<file path="src/rtl/dac_ctrl_pkg.sv">
package dac_ctrl_pkg;
  typedef enum logic [3:0] {
    OP_LOAD_IN     = 4'h0,
    OP_PUSH        = 4'h1,
    OP_LOAD_PUSHALL = 4'h2,
    OP_LOAD_PUSH   = 4'h3,
    OP_SLEEP_CH    = 4'h4,
    OP_SLEEP_CHIP  = 4'h5,
    OP_REF_INT     = 4'h6,
    OP_REF_EXT     = 4'h7
  } dac_op_e;

  localparam logic [3:0] ADDR_BROADCAST = 4'hF;
endpackage

</file>
<file path="src/rtl/dac_cmd_decode.sv">
module dac_cmd_decode
  import dac_ctrl_pkg::*;
#(
  parameter int NCH = 8
) (
  input  logic           valid,
  input  logic [3:0]     code,
  input  logic [3:0]     addr,
  output logic [NCH-1:0] load_mask,
  output logic [NCH-1:0] push_mask,
  output logic [NCH-1:0] sleep_mask,
  output logic           sleep_chip,
  output logic           ref_int,
  output logic           ref_ext
);
  logic [NCH-1:0] sel;

  for (genvar i = 0; i < NCH; i++) begin : g_sel
    assign sel[i] = (addr == ADDR_BROADCAST) || (addr == 4'(i));
  end

  always_comb begin
    load_mask  = '0;
    push_mask  = '0;
    sleep_mask = '0;
    sleep_chip = 1'b0;
    ref_int    = 1'b0;
    ref_ext    = 1'b0;
    if (valid) begin
      case (code)
        OP_LOAD_IN:      load_mask = sel;
        OP_PUSH:         push_mask = sel;
        OP_LOAD_PUSHALL: begin
          load_mask = sel;
          push_mask = '1;
        end
        OP_LOAD_PUSH: begin
          load_mask = sel;
          push_mask = sel;
        end
        OP_SLEEP_CH:     sleep_mask = sel;
        OP_SLEEP_CHIP:   sleep_chip = 1'b1;
        OP_REF_INT:      ref_int    = 1'b1;
        OP_REF_EXT:      ref_ext    = 1'b1;
        default: ;
      endcase
    end
  end
endmodule

</file>
<file path="src/rtl/dac_channel.sv">
module dac_channel #(
  parameter int DATA_W = 12
) (
  input  logic              clk,
  input  logic              rst,
  input  logic              load,
  input  logic              push,
  input  logic              sleep,
  input  logic              sleep_chip,
  input  logic [DATA_W-1:0] data,
  output logic [DATA_W-1:0] in_q,
  output logic [DATA_W-1:0] dac_q,
  output logic              off_q
);
  always_ff @(posedge clk) begin
    if (rst) begin
      in_q  <= '0;
      dac_q <= '0;
      off_q <= 1'b0;
    end else begin
      if (load) in_q <= data;
      if (push) dac_q <= load ? data : in_q;
      if (push) off_q <= 1'b0;
      else if (sleep || sleep_chip) off_q <= 1'b1;
    end
  end

  // a loaded DAC register always leaves the channel awake
  a_r8_push_wakes: assert property (@(posedge clk) disable iff (rst)
    push |=> !off_q);
endmodule

</file>
<file path="src/rtl/dac_ref_ctrl.sv">
module dac_ref_ctrl #(
  parameter bit EXT_REF_DEFAULT = 1'b0
) (
  input  logic clk,
  input  logic rst,
  input  logic sel_int,
  input  logic sel_ext,
  input  logic sleep_chip,
  input  logic any_push,
  output logic ext_q,
  output logic off_q
);
  logic locked_q;

  always_ff @(posedge clk) begin
    if (rst) begin
      ext_q    <= EXT_REF_DEFAULT;
      off_q    <= EXT_REF_DEFAULT;
      locked_q <= EXT_REF_DEFAULT;
    end else if (sel_int) begin
      ext_q    <= 1'b0;
      off_q    <= 1'b0;
      locked_q <= 1'b0;
    end else if (sel_ext) begin
      ext_q    <= 1'b1;
      off_q    <= 1'b1;
      locked_q <= 1'b1;
    end else if (sleep_chip) begin
      off_q <= 1'b1;
    end else if (any_push && !locked_q) begin
      off_q <= 1'b0;
    end
  end

  // external selection keeps the reference off until internal select
  a_r10_lock_holds: assert property (@(posedge clk) disable iff (rst)
    locked_q && !sel_int |=> off_q);
  a_r9_int_restores: assert property (@(posedge clk) disable iff (rst)
    sel_int |=> !off_q && !ext_q);
endmodule

</file>
<file path="src/rtl/dac_settle_timer.sv">
module dac_settle_timer #(
  parameter int SHORT_CYC = 500,
  parameter int LONG_CYC  = 600
) (
  input  logic clk,
  input  logic rst,
  input  logic start,
  input  logic long_sel,
  output logic busy
);
  localparam int MAXC = (LONG_CYC > SHORT_CYC) ? LONG_CYC : SHORT_CYC;
  localparam int CW   = $clog2(MAXC + 1);
  localparam logic [CW-1:0] SHORT_LD = CW'(SHORT_CYC - 1);
  localparam logic [CW-1:0] LONG_LD  = CW'(LONG_CYC - 1);

  logic [CW-1:0] cnt_q;

  always_ff @(posedge clk) begin
    if (rst) begin
      cnt_q <= '0;
      busy  <= 1'b0;
    end else if (start) begin
      cnt_q <= long_sel ? LONG_LD : SHORT_LD;
      busy  <= 1'b1;
    end else if (busy) begin
      if (cnt_q == '0) busy <= 1'b0;
      else cnt_q <= cnt_q - 1'b1;
    end
  end

  // a wake request always produces a settling window
  a_r11_start_busy: assert property (@(posedge clk) disable iff (rst)
    start |=> busy);
  a_r12_count_bound: assert property (@(posedge clk) disable iff (rst)
    busy |-> cnt_q < CW'(MAXC));
endmodule

</file>
<file path="src/rtl/dac_state_ctrl.sv">
module dac_state_ctrl
  import dac_ctrl_pkg::*;
#(
  parameter int NCH             = 8,
  parameter int DATA_W          = 12,
  parameter int CLK_HZ          = 50_000_000,
  parameter int SHORT_US        = 10,
  parameter int LONG_US         = 12,
  parameter bit EXT_REF_DEFAULT = 1'b0
) (
  input  logic                  clk,
  input  logic                  rst,
  input  logic                  cmd_valid,
  input  logic [3:0]            cmd_code,
  input  logic [3:0]            cmd_addr,
  input  logic [DATA_W-1:0]     cmd_data,
  output logic [NCH*DATA_W-1:0] in_regs,
  output logic [NCH*DATA_W-1:0] dac_regs,
  output logic [NCH-1:0]        ch_off,
  output logic                  ref_off,
  output logic                  ref_ext,
  output logic                  busy
);
  localparam int CYC_PER_US = CLK_HZ / 1_000_000;
  localparam int SHORT_CYC  = CYC_PER_US * SHORT_US;
  localparam int LONG_CYC   = CYC_PER_US * LONG_US;

  logic [NCH-1:0] load_mask, push_mask, sleep_mask;
  logic           sleep_chip, sel_int, sel_ext;
  logic           wake, all_asleep;

  dac_cmd_decode #(.NCH(NCH)) u_dec (
    .valid      (cmd_valid),
    .code       (cmd_code),
    .addr       (cmd_addr),
    .load_mask  (load_mask),
    .push_mask  (push_mask),
    .sleep_mask (sleep_mask),
    .sleep_chip (sleep_chip),
    .ref_int    (sel_int),
    .ref_ext    (sel_ext)
  );

  for (genvar i = 0; i < NCH; i++) begin : g_ch
    dac_channel #(.DATA_W(DATA_W)) u_ch (
      .clk        (clk),
      .rst        (rst),
      .load       (load_mask[i]),
      .push       (push_mask[i]),
      .sleep      (sleep_mask[i]),
      .sleep_chip (sleep_chip),
      .data       (cmd_data),
      .in_q       (in_regs[i*DATA_W +: DATA_W]),
      .dac_q      (dac_regs[i*DATA_W +: DATA_W]),
      .off_q      (ch_off[i])
    );
  end

  dac_ref_ctrl #(.EXT_REF_DEFAULT(EXT_REF_DEFAULT)) u_ref (
    .clk        (clk),
    .rst        (rst),
    .sel_int    (sel_int),
    .sel_ext    (sel_ext),
    .sleep_chip (sleep_chip),
    .any_push   (|push_mask),
    .ext_q      (ref_ext),
    .off_q      (ref_off)
  );

  assign wake       = |(push_mask & ch_off);
  assign all_asleep = (&ch_off) && ref_off;

  dac_settle_timer #(.SHORT_CYC(SHORT_CYC), .LONG_CYC(LONG_CYC)) u_tmr (
    .clk      (clk),
    .rst      (rst),
    .start    (wake),
    .long_sel (all_asleep),
    .busy     (busy)
  );

  // channel power-down leaves both register banks untouched
  a_r6_sleep_keeps_regs: assert property (@(posedge clk) disable iff (rst)
    cmd_valid && cmd_code == OP_SLEEP_CH |=> $stable(in_regs) && $stable(dac_regs));
  // chip power-down turns everything off
  a_r7_chip_off: assert property (@(posedge clk) disable iff (rst)
    cmd_valid && cmd_code == OP_SLEEP_CHIP |=> (&ch_off) && ref_off);
  // external select turns internal reference off
  a_r9_ext_sel: assert property (@(posedge clk) disable iff (rst)
    cmd_valid && cmd_code == OP_REF_EXT |=> ref_ext && ref_off);
  // update-all leaves no channel asleep
  a_r4_all_awake: assert property (@(posedge clk) disable iff (rst)
    cmd_valid && cmd_code == OP_LOAD_PUSHALL |=> ch_off == '0);
endmodule

</file>
<file path="config.mk">
export PLATFORM = sky130hd
export DESIGN_NAME = dac_state_ctrl
export DESIGN_NICKNAME = d
export VERILOG_FILES = /design/src/rtl/dac_ctrl_pkg.sv /design/src/rtl/dac_cmd_decode.sv /design/src/rtl/dac_channel.sv /design/src/rtl/dac_ref_ctrl.sv /design/src/rtl/dac_settle_timer.sv /design/src/rtl/dac_state_ctrl.sv
export SDC_FILE = /design/constraint.sdc
export NUM_CORES = 1
export LEC_CHECK = 0
export ABC_CLOCK_PERIOD_IN_PS = 2000
export BUFFER_PORTS_ARGS = -buffer_cell sky130_fd_sc_hd__buf_2
export CELL_PAD_IN_SITES_DETAIL_PLACEMENT = 1
export CELL_PAD_IN_SITES_GLOBAL_PLACEMENT = 2
export CORE_ASPECT_RATIO = 0.9
export CORE_UTILIZATION = 28
export CTS_CLUSTER_DIAMETER = 120
export CTS_CLUSTER_SIZE = 10
export DETAILED_ROUTE_END_ITERATION = 6
export PLACE_DENSITY_LB_ADDON = 0.1
export SLEW_MARGIN = 15
export SYNTH_ARGS = -nofsm -noshare
export SYNTH_HDL_FRONTEND = slang
export SYNTH_HIERARCHICAL = 1
export SYNTH_SLANG_ARGS = --single-unit
</file>
<file path="constraint.sdc">
create_clock -name clk -period 2 [get_ports clk]
set_clock_uncertainty 0.05 [all_clocks]
set_input_delay 0.3 -clock clk [delete_from_list [all_inputs] [get_ports clk]]
set_output_delay 0.3 -clock clk [all_outputs]
set_load 0.01 [all_outputs]
</file>
Word level (Yosys, flattened, before mapping)
Index checks and enable logic that the tools add are counted.
Word-level totals
  register bits: 213
  bits in latches: 0
  RAM bits: 0
  ROM bits: 0
  word-level logic and storage cells: 115
  memories kept: 0
Cells by class
  add/sub/neg operators: 1
  multipliers: 0
  div/mod/pow operators: 0
  order comparisons: 0
  equal/unequal tests: 16
  shifts and indexed selects: 0
  mux-type cells: 30
  bitwise gates (word level): 1
  reduce and logical (&&, ||, !) cells: 39
Operator list (count)
  two-way mux 12 bit: 8
  two-way mux 10 bit: 4
  two-way mux 8 bit: 5
  equality test 4 x 3 -> 1 bit, second input constant: 8
  OR reduction 2 bit: 10
  equality test 4 x 2 -> 1 bit, second input constant: 4
  logical OR 1 bit: 16
  case mux 8 bit (2 select lines): 1
  OR reduction 8 bit: 2
  two-way mux 1 bit: 12
  logical NOT 10 bit: 1
  subtractor 10 x 1 -> 10 bit, second input constant: 1
  bitwise AND 8 bit: 1
  equality test 4 x 1 -> 1 bit, second input constant: 2
  logical NOT 4 bit: 2
  AND reduction 8 bit: 1
  equality test 4 bit, second input constant: 1
  nonzero test 3 bit: 1
  OR reduction 3 bit: 1
  logical AND 1 bit: 2
  inequality test 2 x 1 -> 1 bit, second input constant: 1
  AND reduction 2 bit: 1
  nonzero test 2 bit: 1
  logical NOT 1 bit: 1

Depth between registers and ports, before layout
  depth after elaboration: 9
  gate-level depth with buffers: 10
  depth with buffers taken out: 8

Modules after synthesis
Netlist, hierarchy kept.
Modules (own cells, without submodules)
  dac_channel: times used 8, cells each 82, area each 848.3 µm², sequential area each 500.5 µm²
  dac_settle_timer: times used 1, cells each 63, area each 591.8 µm², sequential area each 220.2 µm²
  dac_cmd_decode: times used 1, cells each 59, area each 320.3 µm², sequential area each 0.0 µm²
  dac_ref_ctrl: times used 1, cells each 7, area each 72.6 µm², sequential area each 40.0 µm²
  dac_state_ctrl: times used 1, cells each 12, area each 72.6 µm², sequential area each 0.0 µm²

Worst setup path before layout
OpenSTA, ideal clock, no wires.
  path type: input port to flip-flop
  from: input port cmd_addr[3]
  to: register u_tmr.cnt_q[8]
  library setup time: 76 ps
  arrival: 1817 ps
  path slack: 58 ps
  cell stages on the path: 9
  buffers on the path: 2
  cell sequence: buf_2 and4_1 a31oi_1 o21ai_0 a22oi_1 nand4_1 buf_6 a21oi_1 a21boi_0
On the way
  cells in the longest elaborated chain, start to end: 8
  elaborated cells on any way between the ends: 25
Ends and longest elaborated chain
  from (decl): line dac_state_ctrl.sv:15  | input logic [3:0] cmd_addr,
  equality test 4 bit or equality test 4 x 2 -> 1 bit (tied branches): line dac_cmd_decode.sv:19  | assign sel[i] = (addr == ADDR_BROADCAST) || (addr == 4'(i));
  logical OR 1 bit *: line dac_cmd_decode.sv:19
  case mux 8 bit (2 select lines) *: line dac_cmd_decode.sv:30  | case (code)
  two-way mux 8 bit *: line dac_cmd_decode.sv:29  | if (valid) begin
  named net push_mask[2]: line dac_state_ctrl.sv:28  | logic [NCH-1:0] load_mask, push_mask, sleep_mask;
  bitwise AND 8 bit *: line dac_state_ctrl.sv:70  | assign wake = |(push_mask & ch_off);
  OR reduction 8 bit *: line dac_state_ctrl.sv:70
  named net wake: line dac_state_ctrl.sv:30  | logic wake, all_asleep;
  inequality test 2 x 1 -> 1 bit (no line) or nonzero test 2 bit (tied branches)
  AND reduction 2 bit (no line)
  to (signal assigned): line dac_settle_timer.sv:23  | cnt_q <= long_sel ? LONG_LD : SHORT_LD;
  to (signal assigned): line dac_settle_timer.sv:27  | else cnt_q <= cnt_q - 1'b1;
  to (decl): line dac_settle_timer.sv:16  | logic [CW-1:0] cnt_q;
Mark *: on every way through the listed nets, which the timed path passes. The rest lies on a longest branch.
A chain may end at the register's enable or synchronous reset.

Final worst setup path
  from: register u_tmr.cnt_q[4]
  to: register u_tmr.cnt_q[7]
On the way
  cells in the longest elaborated chain, start to end: 4
  elaborated cells on any way between the ends: 7
Ends and longest elaborated chain
  subtractor 10 x 1 -> 10 bit: line dac_settle_timer.sv:27
  two-way mux 10 bit: line dac_settle_timer.sv:26  | if (cnt_q == '0) busy <= 1'b0;
  two-way mux 10 bit: line dac_settle_timer.sv:25  | end else if (busy) begin
  two-way mux 10 bit: line dac_settle_timer.sv:22  | end else if (start) begin
Several ways; a longest one is shown, not always the timed one. The select of a mux whose other input is x is not followed.

==> qor.yml <==
placed_design:
  hpwl_mm: 18.4
  gp_congestion: 0.786
  port_buffers: 225
  pre_cts_ws_ns: -0.102
sta:
  final_max_slew_viol_count: 0
  whs_ns: 0.110
  rsz0062_at_grt: "no"
  max_freq_mhz: 531
  max_slew_margin_pct: 71.6
  tightest_slew_ns: 0.426
  setup_viol: 0
  period_share_pct: 94.2
  timing.final.hold_violations: 0
  finalWorstSetupSlack_ns: 0.116
  setup_tns_ns: 0
  period_minus_slack_ns: 1.88
worst_setup_path:
  rr_endpoint: "u_tmr/cnt_q[7]"
  r2r_slack_ns: 0.12
  critPathLaunchType: "flip-flop"
  worstSetupPathType: "reg -> reg"
  r2r_start: "u_tmr/cnt_q[4]"
  crit_path_max_fanout: 10
  slowest_stage: "or4_1"
  startpoint: "u_tmr/cnt_q[4]"
  worst_ep_arrival_time_ns: 2.24
  cp-end-kind: "flip-flop"
  path_cells: "or4_1 -> o31ai_4 -> buf_6 -> nor4_1 -> o31a_1"
  critical_path.max_stage_delay_ns: 0.59
  cp-endpoint: "u_tmr/cnt_q[7]"
  crit_required_ns: 2.35
  reg2reg_depth: 5
grt:
  overflow: 0
  grt_pass1_wl_mm: 40.7
  track_usage_pct: 18.6
  grt_max_degree: 54
  grt_pass1_vias: 6747
  antenna_found_initial: 0
power:
  p_leak_uw: 0.00424
  power_density_nw_per_um2: 855
  peakVddDrop_mv: 0.555
floorplan:
  core_area_sq_um: 27200
  dieArea_sq_um: 28700
  die_h_um: 161
  num_rows: 57
  start_util_pct: 28.8
  dieWidth_um: 178
  pin_count: 226
synthesis:
  synthArstFlopShare_pct: 0
  ys_types: 41
  yosysWarnings: 6
  ys_seq_area_share_pct: 54.4
  netlist_area_sq_um: 7840
  synth_cells: 797
  syn_area_per_cell_sq_um: 9.84
  synth_edf_count: 0
  syn_nets: 821
  synth_flop_cell: "dfxtp_1"
  synth_seq_cells: 213
run:
  cap_violations: 0
cts:
  postCtsResizedCells: 0
  numCtsBuffers: 25
  cts_buffer_depth: 3
  cts_sinks: 213
  tritoncts: "done"
  clock-root-buffer: "clkbuf_16"
  clkLatencyLatePin_ns: 0.52
  cts_hold_buf: 0
  cts_setup_buffers: 0
  clk_pin_slew_worst_paths_ns: 0.06
  h-tree-depth: 1
routing:
  via_per_inst: 4.72
  totalWireLength_mm: 26.7
  vias: 6606
  drt_iter0_markers: 305
  firstDrtPassIters: 4
  wl_per_cell_um: 19.1
  drc_errors: 0
  ant_nets: 0
layout:
  register_area_sq_um: 4260
  drive_above_1_share_pct: 31.6
  layout_commonest_cell: "buf_2"
  final_cell_mix: "buf_2 (224), nor2_1 (217), dfxtp_1 (213)"
  final_nets: 1069
  syn_to_final_growth_pct: 31.8
  multi_input_area_sq_um: 3240
  fillers: 3162
  antenna_cells_inserted: 0
min_path:
  min_delay_path_depth: 2
  hp-class: "in -> reg"
status:
  status: "finished clean"
==> logic make-up after synthesis <==
kind of cell | after synthesis | share of synthesized area [%]
simple gates | 278 | 15.1
xor+xnor | 5 | 0.558
mux | 97 | 12.4
buf+inv | 70 | 4.87
fa+ha+maj | 1 | 0.159
compound gates | 133 | 12.6
flops | 213 | 54.4
==> worst min path at each step <==
stage	start	endpoint
floorplan	rst	u_ref/locked_q
global placement	g_ch[4].u_ch/dac_q[8]	g_ch[4].u_ch/dac_q[8]
detailed placement	g_ch[3].u_ch/dac_q[5]	g_ch[3].u_ch/dac_q[5]
CTS	rst	g_ch[7].u_ch/in_q[1]
global route	rst	g_ch[7].u_ch/in_q[9]
finish	rst	g_ch[7].u_ch/in_q[9]
==> registers in the layout, summed over array words and instances (netlist names) <==
name / cells
u_tmr/busy: 1
u_ref/off_q: 1
g_ch.u_ch/in_q: 96
g_ch.u_ch/dac_q: 96
g_ch.u_ch/off_q: 8
u_tmr/cnt_q: 10
u_ref/locked_q: 1
==> metal layers <==
metal	up-vias	GRT usage, %	wire (um)
met4	0	3.81	409
met1	3153	25.6	12700
li1	3268	-	-
met5	-	0	0
met3	31	5.00	1750
met2	154	29.1	11900
==> cell usage after synthesis (all sizes together) (6+ instances only) <==
library cell | n | area, sq um
a211oi | 98 | 746
mux2i | 97 | 971
dfxtp | 213 | 4260
or3 | 6 | 40.0
clkbuf | 25 | 93.8
o21ai | 8 | 40.0
nor2 | 217 | 815
buf | 40 | 269
a21oi | 7 | 35.0
nand2 | 6 | 22.5
nor3 | 21 | 105
==> per-stage QoR <==
step	total power, uW	utilization, %	instance area [sq um]	instances
2_1_floorplan	4740	-	7840	797
4_1_cts	9010	37.9	10300	1399
3_3_place_gp	5050	35.5	9680	1372
5_1_grt	9230	37.9	10300	1399
3_5_place_dp	5050	35.5	9680	1372
6_report	8840	37.9	10300	1399
==> critical path, delay by kind of cell (launching register included) <==
| kind | cells | cell delay, ns |
|---|---|---|
| buf+inv | 1 | 0.18 |
| flops | 1 | 0.35 |
| compound gates | 2 | 0.55 |
| simple gates | 2 | 0.65 |
==> cell type report <==
type / count / share of cell area [%]
clock inverters: 2 / 0.169
well taps: 354 / 4.29
multi-input cells: 514 / 31.3
flip-flops and latches: 213 / 41.3
inverters: 5 / 0.182
repair buffers: 286 / 16.8
clock buffers: 25 / 6.05
==> where the power goes <==
part,total [uW],internal [uW],switching (uW)
registers,4360,4320,43.9
clock network,3890,2200,1690
logic,588,214,374
total,8840,6730,2100
No activity file was read; power rests on OpenSTA's default activity.
